<file path="config.mk">
export PLATFORM = sky130hd
export DESIGN_NAME = i2c_reg_slave
export DESIGN_NICKNAME = d
export VERILOG_FILES = /design/src/rtl/i2c_slv_pkg.sv /design/src/rtl/i2c_bus_sync.sv /design/src/rtl/i2c_ptr_step.sv /design/src/rtl/i2c_slv_fsm.sv /design/src/rtl/i2c_reg_slave.sv
export SDC_FILE = /design/constraint.sdc
export NUM_CORES = 1
export LEC_CHECK = 0
export BUFFER_PORTS_ARGS = -buffer_cell sky130_fd_sc_hd__buf_4
export CORE_ASPECT_RATIO = 0.6
export CORE_MARGIN = 4
export CORE_UTILIZATION = 45
export CTS_CLUSTER_DIAMETER = 150
export DETAILED_ROUTE_END_ITERATION = 16
export PLACE_DENSITY = 0.75
export SYNTH_ARGS = -nofsm -noshare
export SYNTH_HDL_FRONTEND = slang
export SYNTH_SLANG_ARGS = --single-unit
</file>
<file path="constraint.sdc">
create_clock -name clk_i -period 5.3 [get_ports clk_i]
set_input_delay 0.795 -clock clk_i [delete_from_list [all_inputs] [get_ports clk_i]]
set_output_delay 0.795 -clock clk_i [all_outputs]
set_load 0.005 [all_outputs]
</file>
<file path="src/rtl/i2c_slv_pkg.sv">
package i2c_slv_pkg;
  localparam int BYTE_W = 8;
  localparam int CNT_W  = 4;

  typedef enum logic [2:0] {
    ST_IDLE,
    ST_ID,
    ST_ADDR,
    ST_WDATA,
    ST_RDATA,
    ST_RACK
  } slv_state_e;
endpackage

</file>
<file path="src/rtl/i2c_bus_sync.sv">
module i2c_bus_sync #(
  parameter int STAGES = 2
) (
  input  logic clk_i,
  input  logic rst_ni,
  input  logic scl_i,
  input  logic sda_i,
  output logic sda_o,
  output logic scl_rise_o,
  output logic scl_fall_o,
  output logic start_o,
  output logic stop_o
);
  logic [STAGES-1:0] scl_pipe, sda_pipe;
  logic scl_q, sda_q, scl_s, sda_s;

  // bus idles high, so reset the pipes high
  always_ff @(posedge clk_i or negedge rst_ni) begin
    if (!rst_ni) begin
      scl_pipe <= '1;
      sda_pipe <= '1;
      scl_q    <= 1'b1;
      sda_q    <= 1'b1;
    end else begin
      scl_pipe <= {scl_pipe[STAGES-2:0], scl_i};
      sda_pipe <= {sda_pipe[STAGES-2:0], sda_i};
      scl_q    <= scl_s;
      sda_q    <= sda_s;
    end
  end

  assign scl_s      = scl_pipe[STAGES-1];
  assign sda_s      = sda_pipe[STAGES-1];
  assign sda_o      = sda_s;
  assign scl_rise_o = scl_s & ~scl_q;
  assign scl_fall_o = ~scl_s & scl_q;
  assign start_o    = scl_s & scl_q & sda_q & ~sda_s;
  assign stop_o     = scl_s & scl_q & ~sda_q & sda_s;
endmodule

</file>
<file path="src/rtl/i2c_ptr_step.sv">
module i2c_ptr_step #(
  parameter int             W    = 8,
  parameter logic [W-1:0]   LAST = 'h0F
) (
  input  logic [W-1:0] ptr_i,
  output logic [W-1:0] next_o
);
  // anything at or beyond the last location folds back to zero
  assign next_o = (ptr_i >= LAST) ? '0 : ptr_i + 1'b1;
endmodule

</file>
<file path="src/rtl/i2c_slv_fsm.sv">
module i2c_slv_fsm
  import i2c_slv_pkg::*;
#(
  parameter int                 STRAP_W   = 3,
  parameter int                 PREFIX_W  = BYTE_W - 1 - STRAP_W,
  parameter logic [PREFIX_W-1:0] ID_PREFIX = 'b1010,
  parameter logic [BYTE_W-1:0]  LAST_ADDR = 8'h0F
) (
  input  logic               clk_i,
  input  logic               rst_ni,
  input  logic               init_done_i,
  input  logic [STRAP_W-1:0] strap_i,
  input  logic               sda_s_i,
  input  logic               scl_rise_i,
  input  logic               scl_fall_i,
  input  logic               start_i,
  input  logic               stop_i,
  input  logic [BYTE_W-1:0]  rdata_i,
  output logic               sda_oe_o,
  output logic [BYTE_W-1:0]  ptr_o,
  output logic [BYTE_W-1:0]  wdata_o,
  output logic               we_o,
  output logic               stop_o
);
  localparam logic [CNT_W-1:0] LAST_BIT = CNT_W'(BYTE_W);

  slv_state_e        state_q;
  logic [CNT_W-1:0]  bit_cnt_q;
  logic [BYTE_W-1:0] sh_q, ptr_q, ptr_next, wdata_q;
  logic              oe_q, ack_phase_q, rw_q, mack_q, we_q, stop_q;
  logic              id_ok;

  i2c_ptr_step #(.W(BYTE_W), .LAST(LAST_ADDR)) u_ptr_step (
    .ptr_i (ptr_q),
    .next_o(ptr_next)
  );

  assign id_ok = (sh_q[BYTE_W-1 -: PREFIX_W] == ID_PREFIX) &&
                 (sh_q[STRAP_W:1] == strap_i);

  always_ff @(posedge clk_i or negedge rst_ni) begin
    if (!rst_ni) begin
      state_q     <= ST_IDLE;
      bit_cnt_q   <= '0;
      sh_q        <= '0;
      ptr_q       <= '0;
      wdata_q     <= '0;
      oe_q        <= 1'b0;
      ack_phase_q <= 1'b0;
      rw_q        <= 1'b0;
      mack_q      <= 1'b0;
      we_q        <= 1'b0;
      stop_q      <= 1'b0;
    end else begin
      we_q   <= 1'b0;
      stop_q <= 1'b0;
      if (!init_done_i) begin
        state_q     <= ST_IDLE;
        oe_q        <= 1'b0;
        ack_phase_q <= 1'b0;
      end else if (stop_i) begin
        state_q     <= ST_IDLE;
        oe_q        <= 1'b0;
        ack_phase_q <= 1'b0;
        stop_q      <= 1'b1;
      end else if (start_i) begin
        state_q     <= ST_ID;
        bit_cnt_q   <= '0;
        oe_q        <= 1'b0;
        ack_phase_q <= 1'b0;
      end else begin
        unique case (state_q)
          ST_ID, ST_ADDR, ST_WDATA: begin
            if (scl_rise_i && !ack_phase_q && bit_cnt_q != LAST_BIT) begin
              sh_q      <= {sh_q[BYTE_W-2:0], sda_s_i};
              bit_cnt_q <= bit_cnt_q + 1'b1;
            end else if (scl_fall_i && ack_phase_q) begin
              // end of our ACK clock
              oe_q        <= 1'b0;
              ack_phase_q <= 1'b0;
              bit_cnt_q   <= '0;
              if (state_q == ST_ID) begin
                if (rw_q) begin
                  state_q <= ST_RDATA;
                  sh_q    <= rdata_i;
                  oe_q    <= ~rdata_i[BYTE_W-1];
                end else begin
                  state_q <= ST_ADDR;
                end
              end else if (state_q == ST_ADDR) begin
                state_q <= ST_WDATA;
              end else begin
                we_q    <= 1'b1;
                wdata_q <= sh_q;
                state_q <= ST_IDLE;
              end
            end else if (scl_fall_i && bit_cnt_q == LAST_BIT) begin
              if (state_q == ST_ID) begin
                if (id_ok) begin
                  oe_q        <= 1'b1;
                  ack_phase_q <= 1'b1;
                  rw_q        <= sh_q[0];
                end else begin
                  state_q <= ST_IDLE;
                end
              end else begin
                oe_q        <= 1'b1;
                ack_phase_q <= 1'b1;
                if (state_q == ST_ADDR) ptr_q <= sh_q;
              end
            end
          end
          ST_RDATA: begin
            if (scl_rise_i && bit_cnt_q != LAST_BIT) begin
              bit_cnt_q <= bit_cnt_q + 1'b1;
            end else if (scl_fall_i && bit_cnt_q == LAST_BIT) begin
              oe_q    <= 1'b0;
              ptr_q   <= ptr_next;
              mack_q  <= 1'b0;
              state_q <= ST_RACK;
            end else if (scl_fall_i && bit_cnt_q != '0) begin
              sh_q <= {sh_q[BYTE_W-2:0], 1'b0};
              oe_q <= ~sh_q[BYTE_W-2];
            end
          end
          ST_RACK: begin
            if (scl_rise_i) begin
              mack_q <= ~sda_s_i;
            end else if (scl_fall_i) begin
              if (mack_q) begin
                sh_q      <= rdata_i;
                oe_q      <= ~rdata_i[BYTE_W-1];
                bit_cnt_q <= '0;
                state_q   <= ST_RDATA;
              end else begin
                state_q <= ST_IDLE;
              end
            end
          end
          default: ;
        endcase
      end
    end
  end

  assign sda_oe_o = oe_q;
  assign ptr_o    = ptr_q;
  assign wdata_o  = wdata_q;
  assign we_o     = we_q;
  assign stop_o   = stop_q;

  AST_PREINIT_IDLE: assert property (@(posedge clk_i) disable iff (!rst_ni)
    !init_done_i |=> (state_q == ST_IDLE) && !oe_q);

  AST_NACK_RELEASE: assert property (@(posedge clk_i) disable iff (!rst_ni)
    (state_q == ST_RACK) |-> !oe_q);
endmodule

</file>
<file path="src/rtl/i2c_reg_slave.sv">
module i2c_reg_slave
  import i2c_slv_pkg::*;
#(
  parameter int                SYNC_STAGES = 2,
  parameter int                STRAP_W     = 3,
  parameter logic [3:0]        ID_PREFIX   = 4'b1010,
  parameter logic [BYTE_W-1:0] LAST_ADDR   = 8'h0F
) (
  input  logic         clk_i,
  input  logic         rst_ni,
  input  logic         init_done_i,
  input  logic [2:0]   strap_i,
  input  logic         scl_i,
  input  logic         sda_i,
  output logic         sda_oe_o,
  output logic [7:0]   reg_addr_o,
  output logic [7:0]   reg_wdata_o,
  output logic         reg_we_o,
  input  logic [7:0]   reg_rdata_i,
  output logic         stop_o
);
  logic sda_s, scl_rise, scl_fall, start_det, stop_det;

  i2c_bus_sync #(.STAGES(SYNC_STAGES)) u_sync (
    .clk_i     (clk_i),
    .rst_ni    (rst_ni),
    .scl_i     (scl_i),
    .sda_i     (sda_i),
    .sda_o     (sda_s),
    .scl_rise_o(scl_rise),
    .scl_fall_o(scl_fall),
    .start_o   (start_det),
    .stop_o    (stop_det)
  );

  i2c_slv_fsm #(
    .STRAP_W  (STRAP_W),
    .PREFIX_W (4),
    .ID_PREFIX(ID_PREFIX),
    .LAST_ADDR(LAST_ADDR)
  ) u_fsm (
    .clk_i      (clk_i),
    .rst_ni     (rst_ni),
    .init_done_i(init_done_i),
    .strap_i    (strap_i),
    .sda_s_i    (sda_s),
    .scl_rise_i (scl_rise),
    .scl_fall_i (scl_fall),
    .start_i    (start_det),
    .stop_i     (stop_det),
    .rdata_i    (reg_rdata_i),
    .sda_oe_o   (sda_oe_o),
    .ptr_o      (reg_addr_o),
    .wdata_o    (reg_wdata_o),
    .we_o       (reg_we_o),
    .stop_o     (stop_o)
  );

  AST_OE_AFTER_FALL: assert property (@(posedge clk_i) disable iff (!rst_ni)
    !$stable(sda_oe_o) |-> $past(scl_fall | start_det | stop_det | !init_done_i));

  AST_WE_AFTER_FALL: assert property (@(posedge clk_i) disable iff (!rst_ni)
    reg_we_o |-> $past(scl_fall));

  AST_WE_PULSE: assert property (@(posedge clk_i) disable iff (!rst_ni)
    reg_we_o |=> !reg_we_o);

  AST_STOP_PULSE: assert property (@(posedge clk_i) disable iff (!rst_ni)
    stop_o |=> !stop_o);

  AST_STOP_RELEASE: assert property (@(posedge clk_i) disable iff (!rst_ni)
    (stop_det && init_done_i) |=> !sda_oe_o && stop_o);
endmodule

</file>
==> impl_metrics.env, run 1 <==
export IMPL_status="completed"
export IMPL_rsz0062_at_grt="no"
export IMPL_place_gp_congestion=0.9199
export IMPL_io_pins=35
export IMPL_grt_pass1_wl_um=9349
export IMPL_clock_skew_ps=7.086
export IMPL_crit_slowest_cell="a31oi_1"
export IMPL_whs_ps=362.1
export IMPL_cts_resized=0
export IMPL_r2r_end="u_fsm.sh_q[1]$_DFFE_PN0P_"
export IMPL_path_class="register to register"
export IMPL_reg2reg_slack_ps=2590
export IMPL_ys_ff_latch=43
export IMPL_setup_tns_ps=0
export IMPL_vias_per_cell=5.885
export IMPL_utilization_pct=54.31
export IMPL_min_path_type="register to register"
export IMPL_grt_pass1_vias=1819
export IMPL_initial_core_util_pct=46.72
export IMPL_synth_top_cell_area_share_pct=39.01
export IMPL_area_growth_pct=16.24
export IMPL_synth_largest_area_cell="dfrtp_1"
export IMPL_peakVddDrop_mv=0.1442
export IMPL_dieArea_sq_um=6539
export IMPL_rows=20
export IMPL_worst_hold_startpoint="u_sync.sda_pipe[0]$_DFF_PN1_"
export IMPL_io_buffers=34
export IMPL_antenna_found_initial=0
export IMPL_crit_start="u_sync.sda_pipe[1]$_DFF_PN1_"
export IMPL_hpwl_um=4238
export IMPL_synthesis_area_sq_um=2374
export IMPL_ys_seq_area_share_pct=45.65
export IMPL_cap_violations=0
export IMPL_grt_max_degree=44
export IMPL_hold_end="u_sync.sda_pipe[1]$_DFF_PN1_"
export IMPL_synth_area_top_cells="dfrtp_1 39%, mux2_2 12%, dfstp_2 6.6%"
export IMPL_drtAntennaViolNets=0
export IMPL_worstPathMaxFanout=9
export IMPL_clk_latency_ps=290
export IMPL_fmax_ghz=0.3693
export IMPL_syn_inst=235
export IMPL_async_reset_ff_share_pct=100.0
export IMPL_cp_end_kind="register"
export IMPL_track_usage_pct=18.39
export IMPL_fp_dieH_um=64.26
export IMPL_worst_slew_pin_slew_ps=1138
export IMPL_cts_htree_levels=2
export IMPL_cts_setup_buffers=0
export IMPL_clockRootBuffer="clkbuf_8"
export IMPL_synth_common_cells="37 x dfrtp_1, 25 x mux2_2, 15 x nand2_1, 15 x o21ai_0, 14 x a21oi_1"
export IMPL_synth_edf_count=0
export IMPL_n_antenna_cell=0
export IMPL_core_sq_um=5080
export IMPL_cts_tree="yes"
export IMPL_drtIter0Drc=150
export IMPL_ys_flop_type="dfrtp_1"
export IMPL_avgSynthCellArea_sq_um=10.10
export IMPL_powerDensity_nw_per_um2=287.3
export IMPL_die_width_um=101.8
export IMPL_cts_sinks=43
export IMPL_wl_um=5729
export IMPL_holdPathStages=0
export IMPL_synth_cell_type_count=54
export IMPL_overflow=0
export IMPL_maxSlewHeadroom_pct=23.33
export IMPL_arrival_ps=2890
export IMPL_final_nets=282
export IMPL_via_count=1942
export IMPL_crit_reg2reg_launch="u_sync.sda_pipe[1]$_DFF_PN1_"
export IMPL_clockBufferDepth=2
export IMPL_syn_num_nets=254
export IMPL_period_minus_slack_ps=2708
export IMPL_p_leak_nw=1.185
export IMPL_required_ps=5480
export IMPL_drive_above_1_share_pct=30.30
export IMPL_yosysWarningCount=0
export IMPL_cts_buffers_inserted=5
export IMPL_yosys_cell_count_top_type="dfrtp_1"
export IMPL_routedWlPerCell_um=17.36
export IMPL_crit_path_start_kind="register"
export IMPL_post_route_period_util_pct=51.09
export IMPL_postCtsHoldBufs=0
export IMPL_path_cells="xor2_1 -> a31oi_1 -> inv_1 -> nor4b_4 -> mux2_2"
export IMPL_clkTransAtPathRegs_ps=90
export IMPL_setup_viol=0
export IMPL_finalHoldViolCount=0
export IMPL_slowest_delay_ps=650
export IMPL_drt_pass1_iterations=4
export IMPL_drc=0
export IMPL_r2r_worst_path_cells=5
export IMPL_slew_viol_final=0
worst max-delay path by stage:
stage,end,slack [ps],cells past startpoint
global route,u_fsm.sh_q[7]$_DFFE_PN0P_,2440,5
global placement,u_fsm.sh_q[2]$_DFFE_PN0P_,2440,6
CTS,u_fsm.sh_q[1]$_DFFE_PN0P_,2630,5
finish,u_fsm.sh_q[1]$_DFFE_PN0P_,2590,5
floorplan,u_fsm.sh_q[0]$_DFFE_PN0P_,2850,5
detailed placement,u_fsm.sh_q[1]$_DFFE_PN0P_,2340,6
logic make-up after synthesis:
logic type / Yosys count / share of synthesized area [%]
AOI/OAI and AO/OA: 60 / 16.97
xor gates and xnor gates: 5 / 1.845
adders and majority gates: 3 / 1.582
buffers and inverters: 24 / 3.901
DFF: 43 / 45.65
muxes: 26 / 12.28
and+or+nand+nor: 74 / 17.77
where the power goes:
group / total [mW] / switching [mW] / internal, mW
Combinational: 0.146 / 0.0701 / 0.0763
Sequential: 0.424 / 0.0596 / 0.365
Clock: 0.222 / 0.115 / 0.106
Total: 0.793 / 0.245 / 0.548
cell usage in the layout, fill, tap and decap left out, types with 2 or more instances in the layout:
master | Yosys | layout
xnor2_1 | 4 | 4
o21ai_0 | 15 | 15
inv_1 | 10 | 10
o211ai_1 | 6 | 6
nor2b_1 | 4 | 4
o31ai_1 | 2 | 2
dfrtp_1 | 37 | 37
nand3_1 | 12 | 12
nand3b_1 | 3 | 3
a211o_1 | 2 | 2
nand2b_1 | 6 | 6
a211oi_1 | 2 | 2
a21oi_1 | 14 | 14
buf_4 | 0 | 34
a31oi_1 | 4 | 4
nand2_1 | 15 | 15
nor2_1 | 8 | 8
dfstp_2 | 6 | 6
clkbuf_8 | 0 | 6
a311o_1 | 2 | 2
nand4_1 | 3 | 3
mux2_2 | 25 | 25
nor3_1 | 9 | 9
o22ai_1 | 2 | 2
ha_1 | 3 | 3
flip-flops by register name, summed over array words and instances, names as in the netlist, 2 cells and up:
register / count
u_fsm.state_q: 3
u_fsm.sh_q: 8
u_fsm.ptr_o: 8
u_sync.scl_pipe: 2
u_sync.sda_pipe: 2
u_fsm.wdata_o: 8
u_fsm.bit_cnt_q: 4
routing by layer:
layer / track usage, % / share of wire (%) / vias up / wire length [um]
li1: - / - / 929 / -
met1: 30.42 / 52 / 914 / 2962
met2: 22.64 / 38 / 92 / 2200
met3: 5.671 / 9.1 / 7 / 520
met4: 3.483 / 0.80 / 0 / 46
met5: 0 / 0 / - / 0
area by class of cell:
type | count | area (sq um)
Timing Repair Buffer | 34 | 255.2
Clock buffer | 6 | 82.58
Fill cell | 476 | 2321
Sequential cell | 43 | 1084
Multi-Input combinational cell | 168 | 1197
Inverter | 11 | 41.29
Clock inverter | 2 | 16.27
Tap cell | 66 | 82.58
critical path: cells and delay by family (launching register included):
family | cells | cell delay, ps
AO/OA/AOI/OAI | 1 | 650
AND/OR/NAND/NOR | 1 | 610
flip-flops | 1 | 580
multiplexers | 1 | 410
buffers and inverters | 1 | 270
XOR/XNOR | 1 | 70
through the flow:
step	total power [mW]	worst slack, ps	area (sq um)	instances
after global routing	0.8338	2443	2759	330
after floorplan	0.5139	2853	2374	235
after global placement	0.5683	2438	2660	322
after CTS	0.7969	2627	2759	330
final	0.7926	2592	2759	330
after detailed placement	0.5739	2341	2660	322
No activity file was read; power rests on OpenSTA's default activity.
==> run 2: changes to the inputs <==
Clock period 5.3 ns to 2.7 ns, I/O delays scaled along.
==> impl_metrics.env, run 2 (same netlist as run 1, synthesis figures left out) <==
export IMPL_io_buffers=34
export IMPL_final_nets=291
export IMPL_area_growth_pct=19.77
export IMPL_routedWlPerCell_um=17.83
export IMPL_crit_path_start_kind="register"
export IMPL_ff_latch_area_sq_um=1084
export IMPL_cts_tree="yes"
export IMPL_finalHoldViolCount=0
export IMPL_wl_um=6044
export IMPL_arrival_ps=2640
export IMPL_cts_htree_levels=2
export IMPL_place_gp_congestion=0.9620
export IMPL_die_width_um=101.8
export IMPL_period_minus_slack_ps=2446
export IMPL_worst_slew_pin_slew_ps=541.5
export IMPL_grt_pass1_wl_um=9963
export IMPL_cts_setup_buffers=0
export IMPL_r2r_end="u_fsm.sh_q[6]$_DFFE_PN0P_"
export IMPL_core_sq_um=5080
export IMPL_place_inst=330
export IMPL_track_usage_pct=19.90
export IMPL_path_cells="inv_1 -> ha_1 -> and3b_1 -> or3_1 -> o211ai_2 -> nor4b_4 -> buf_4 -> mux2_2"
export IMPL_drt_pass1_iterations=5
export IMPL_grt_pass1_vias=1899
export IMPL_setup_viol=0
export IMPL_cap_violations=0
export IMPL_vias_per_cell=5.956
export IMPL_whs_ps=82.21
export IMPL_final_common_cell="buf_4"
export IMPL_setup_ws_ps=254.2
export IMPL_multi_input_area_sq_um=1197
export IMPL_path_class="register to register"
export IMPL_reg2reg_slack_ps=250
export IMPL_clk_latency_ps=300
export IMPL_fillers=444
export IMPL_overflow=0
export IMPL_worstPathMaxFanout=8
export IMPL_dieArea_sq_um=6539
export IMPL_r2r_worst_path_cells=8
export IMPL_instances_no_fill=339
export IMPL_clkTransAtPathRegs_ps=90
export IMPL_drtIter0Drc=216
export IMPL_rows=20
export IMPL_min_path_type="primary input to async pin"
export IMPL_clockRootBuffer="clkbuf_8"
export IMPL_status="completed"
export IMPL_cts_buffers_inserted=5
export IMPL_initial_core_util_pct=46.72
export IMPL_peakVddDrop_mv=0.2846
export IMPL_n_antenna_cell=0
export IMPL_powerDensity_nw_per_um2=581.1
export IMPL_maxSlewHeadroom_pct=63.90
export IMPL_cts_sinks=43
export IMPL_slowest_delay_ps=480
export IMPL_crit_start="u_fsm.bit_cnt_q[0]$_DFFE_PN0P_"
export IMPL_crit_reg2reg_launch="u_fsm.bit_cnt_q[0]$_DFFE_PN0P_"
export IMPL_post_route_period_util_pct=90.59
export IMPL_place_ws_ps=166.7
export IMPL_drc=0
export IMPL_rsz0062_at_grt="no"
export IMPL_fp_dieH_um=64.26
export IMPL_slew_viol_final=0
export IMPL_final_cell_mix="43 x buf_4, 37 x dfrtp_1, 25 x mux2_2, 15 x nand2_1, 15 x o21ai_0"
export IMPL_clockBufferDepth=2
export IMPL_drtAntennaViolNets=0
export IMPL_io_pins=35
export IMPL_antenna_found_initial=0
export IMPL_via_count=2019
export IMPL_fmax_ghz=0.4089
export IMPL_setup_tns_ps=0
export IMPL_clock_skew_ps=7.713
export IMPL_p_leak_nw=1.239
export IMPL_cp_end_kind="register"
export IMPL_crit_slowest_cell="or3_1"
export IMPL_drive_above_1_share_pct=32.60
export IMPL_cts_resized=0
export IMPL_postCtsHoldBufs=0
export IMPL_hpwl_um=4432
export IMPL_grt_max_degree=44
export IMPL_required_ps=2890
[run 2: cell count changes in the layout (fill, tap and decap cells not counted), sizes merged]
cell / previous run / this run
bufinv: 0 / 1
clkinv: 2 / 1
clkbuf: 6 / 5
buf: 34 / 43
inv: 10 / 11
[run 2: per-layer routing]
layer | global-route usage, % | up-vias | share of wire (%)
met4 | 4.312 | 0 | 0.51
li1 | - | 941 | -
met5 | 0 | - | 0
met3 | 6.325 | 2 | 8.7
met2 | 27.28 | 99 | 42
met1 | 30.22 | 977 | 49
[run 2: worst max-delay path: cells and delay by family (launching register included)]
kind	cells	cell delay, ps
compound gates	1	120
mux	1	350
simple gates	3	980
buf+inv	2	290
flops	1	380
fa+ha+maj	1	220
[run 2: final cells by class]
| cell class | instances | area share [%] |
|---|---|---|
| Clock inverter | 3 | 1.629 |
| Timing Repair Buffer | 43 | 11.36 |
| Clock buffer | 5 | 2.421 |
| Sequential cell | 43 | 38.12 |
| Multi-Input combinational cell | 168 | 42.12 |
| Inverter | 11 | 1.452 |
| Tap cell | 66 | 2.905 |
[run 2: power breakdown]
part	switching (mW)	internal (mW)	leakage, nW	total, mW
combinational	0.142	0.153	0.651	0.295
clock	0.240	0.279	0.0548	0.519
sequential	0.121	0.716	0.533	0.837
[run 2: worst max-delay path by stage]
stage          slack, ps                        end  cells past startpoint
5_1_grt              140  u_fsm.sh_q[1]$_DFFE_PN0P_                      8
6_report             250  u_fsm.sh_q[6]$_DFFE_PN0P_                      8
3_3_place_gp         280  u_fsm.sh_q[1]$_DFFE_PN0P_                      7
2_1_floorplan        330  u_fsm.sh_q[0]$_DFFE_PN0P_                      9
4_1_cts              160  u_fsm.sh_q[1]$_DFFE_PN0P_                      7
3_5_place_dp         170  u_fsm.sh_q[1]$_DFFE_PN0P_                      7
[run 2: metrics by stage]
stage / power [mW] / utilization, % / cell area, sq um
finish: 1.652 / 55.96 / 2843
CTS: 1.656 / 55.81 / 2835
detailed placement: 1.134 / 53.55 / 2720
global placement: 1.117 / 53.55 / 2720
global route: 1.740 / 55.96 / 2843
floorplan: 1.009 / - / 2374
==> run 3: changes to the inputs <==
Settings changed: BUFFER_PORTS_ARGS -buffer_cell sky130_fd_sc_hd__buf_4 to -buffer_cell sky130_fd_sc_hd__buf_2.
==> impl_metrics.env, run 3 (same netlist as run 1, synthesis figures left out) <==
export IMPL_status="completed"
export IMPL_grt_pass1_wl_um=9494
export IMPL_clock_skew_ps=7.247
export IMPL_via_count=1985
export IMPL_hpwl_um=4335
export IMPL_antenna_found_initial=0
export IMPL_holdPathStages=1
export IMPL_drtAntennaViolNets=0
export IMPL_grt_pass1_vias=1848
export IMPL_powerDensity_nw_per_um2=598.8
export IMPL_cts_resized=0
export IMPL_rows=20
export IMPL_area_growth_pct=16.45
export IMPL_core_sq_um=5080
export IMPL_finalHoldViolCount=0
export IMPL_die_width_um=101.8
export IMPL_post_route_period_util_pct=88.74
export IMPL_initial_core_util_pct=46.72
export IMPL_clkTransAtPathRegs_ps=80
export IMPL_drc=0
export IMPL_cap_violations=0
export IMPL_hold_end="u_sync.scl_pipe[0]$_DFF_PN1_"
export IMPL_overflow=0
export IMPL_min_path_type="primary input to register"
export IMPL_grt_max_degree=44
export IMPL_io_buffers=34
export IMPL_cts_buffers_inserted=5
export IMPL_slew_viol_final=0
export IMPL_clockRootBuffer="clkbuf_8"
export IMPL_crit_path_start_kind="register"
export IMPL_dieArea_sq_um=6539
export IMPL_worst_slew_pin_slew_ps=951.8
export IMPL_rsz0062_at_grt="no"
export IMPL_arrival_ps=2580
export IMPL_clockBufferDepth=2
export IMPL_period_minus_slack_ps=2396
export IMPL_maxSlewHeadroom_pct=36.55
export IMPL_n_antenna_cell=0
export IMPL_p_leak_nw=1.226
export IMPL_postCtsHoldBufs=0
export IMPL_worstPathMaxFanout=8
export IMPL_worst_hold_startpoint="scl_i"
export IMPL_peakVddDrop_mv=0.2912
export IMPL_r2r_end="u_fsm.sh_q[0]$_DFFE_PN0P_"
export IMPL_routedWlPerCell_um=17.12
export IMPL_r2r_worst_path_cells=8
export IMPL_required_ps=2880
export IMPL_final_cell_mix="37 x dfrtp_1, 34 x buf_2, 25 x mux2_2, 15 x nand2_1, 15 x o21ai_0"
export IMPL_io_pins=35
export IMPL_fillers=451
export IMPL_place_gp_congestion=0.9472
export IMPL_wl_um=5805
export IMPL_clk_latency_ps=300
export IMPL_fmax_ghz=0.4174
export IMPL_drt_pass1_iterations=5
export IMPL_instances_no_fill=339
export IMPL_drive_above_1_share_pct=32.60
export IMPL_drtIter0Drc=203
export IMPL_setup_viol=0
export IMPL_fp_dieH_um=64.26
export IMPL_track_usage_pct=18.94
export IMPL_reg2reg_slack_ps=300
export IMPL_final_nets=291
export IMPL_vias_per_cell=5.855
export IMPL_cp_end_kind="register"
export IMPL_setup_tns_ps=0
export IMPL_crit_reg2reg_launch="u_fsm.bit_cnt_q[0]$_DFFE_PN0P_"
export IMPL_place_inst=331
export IMPL_final_common_cell="dfrtp_1"
export IMPL_path_class="register to register"
export IMPL_cts_htree_levels=2
export IMPL_cts_setup_buffers=0
export IMPL_cts_sinks=43
export IMPL_cts_tree="yes"
## run 3: final cells by class
| class | count | area, sq um | area share, % |
|---|---|---|---|
| sequential | 43 | 1084 | 39.20 |
| inverter | 11 | 41.29 | 1.494 |
| multi-input combinational | 168 | 1197 | 43.32 |
| clock inverter | 2 | 38.79 | 1.403 |
| tap | 66 | 82.58 | 2.988 |
| clock buffer | 6 | 82.58 | 2.988 |
| timing repair buffer | 43 | 237.7 | 8.601 |
## run 3: per-stage QoR
step | cell area, sq um | power (mW) | setup WS, ps | hold slack, ps | util (%)
floorplan | 2374 | 1.009 | 331.5 | 109.4 | -
global placement | 2643 | 1.111 | 417.3 | 345.7 | 52.02
detailed placement | 2643 | 1.123 | 331.9 | 349.1 | 52.02
CTS | 2764 | 1.659 | 317.4 | 196.9 | 54.41
global route | 2764 | 1.744 | 187.1 | 174.3 | 54.41
finish | 2764 | 1.655 | 304.1 | 205.9 | 54.41
## run 3: power by group
group / total, mW / switching [mW] / internal (mW) / leakage [nW]
sequential: 0.836 / 0.120 / 0.716 / 0.533
combinational: 0.285 / 0.139 / 0.146 / 0.631
clock: 0.534 / 0.230 / 0.304 / 0.0618
## run 3: worst max-delay path: stages (launching register included)
cell      delay, ps
dfrtp_1         380
inv_1            70
ha_1            230
and3b_1         270
or3_1           470
o211ai_2        110
nor4b_4         200
buf_4           210
mux2_2          350
## run 3: metal layers
layer	track usage [%]	wire length [um]	vias to the layer above
li1	-	-	945
met1	30.55	2891	941
met2	24.92	2305	95
met3	5.889	593	4
met4	2.156	14	0
met5	0	0	-
## run 3: worst max-delay path by stage
stage / from / end / slack (ps) / depth (start not counted)
2_1_floorplan: u_fsm.bit_cnt_q[0]$_DFFE_PN0P_ / u_fsm.sh_q[0]$_DFFE_PN0P_ / 330 / 9
3_3_place_gp: u_fsm.bit_cnt_q[0]$_DFFE_PN0P_ / u_fsm.sh_q[4]$_DFFE_PN0P_ / 420 / 8
3_5_place_dp: u_fsm.bit_cnt_q[0]$_DFFE_PN0P_ / u_fsm.sh_q[0]$_DFFE_PN0P_ / 330 / 8
4_1_cts: u_fsm.bit_cnt_q[0]$_DFFE_PN0P_ / u_fsm.sh_q[0]$_DFFE_PN0P_ / 320 / 8
5_1_grt: u_fsm.bit_cnt_q[0]$_DFFE_PN0P_ / u_fsm.sh_q[5]$_DFFE_PN0P_ / 190 / 8
6_report: u_fsm.bit_cnt_q[0]$_DFFE_PN0P_ / u_fsm.sh_q[0]$_DFFE_PN0P_ / 300 / 8
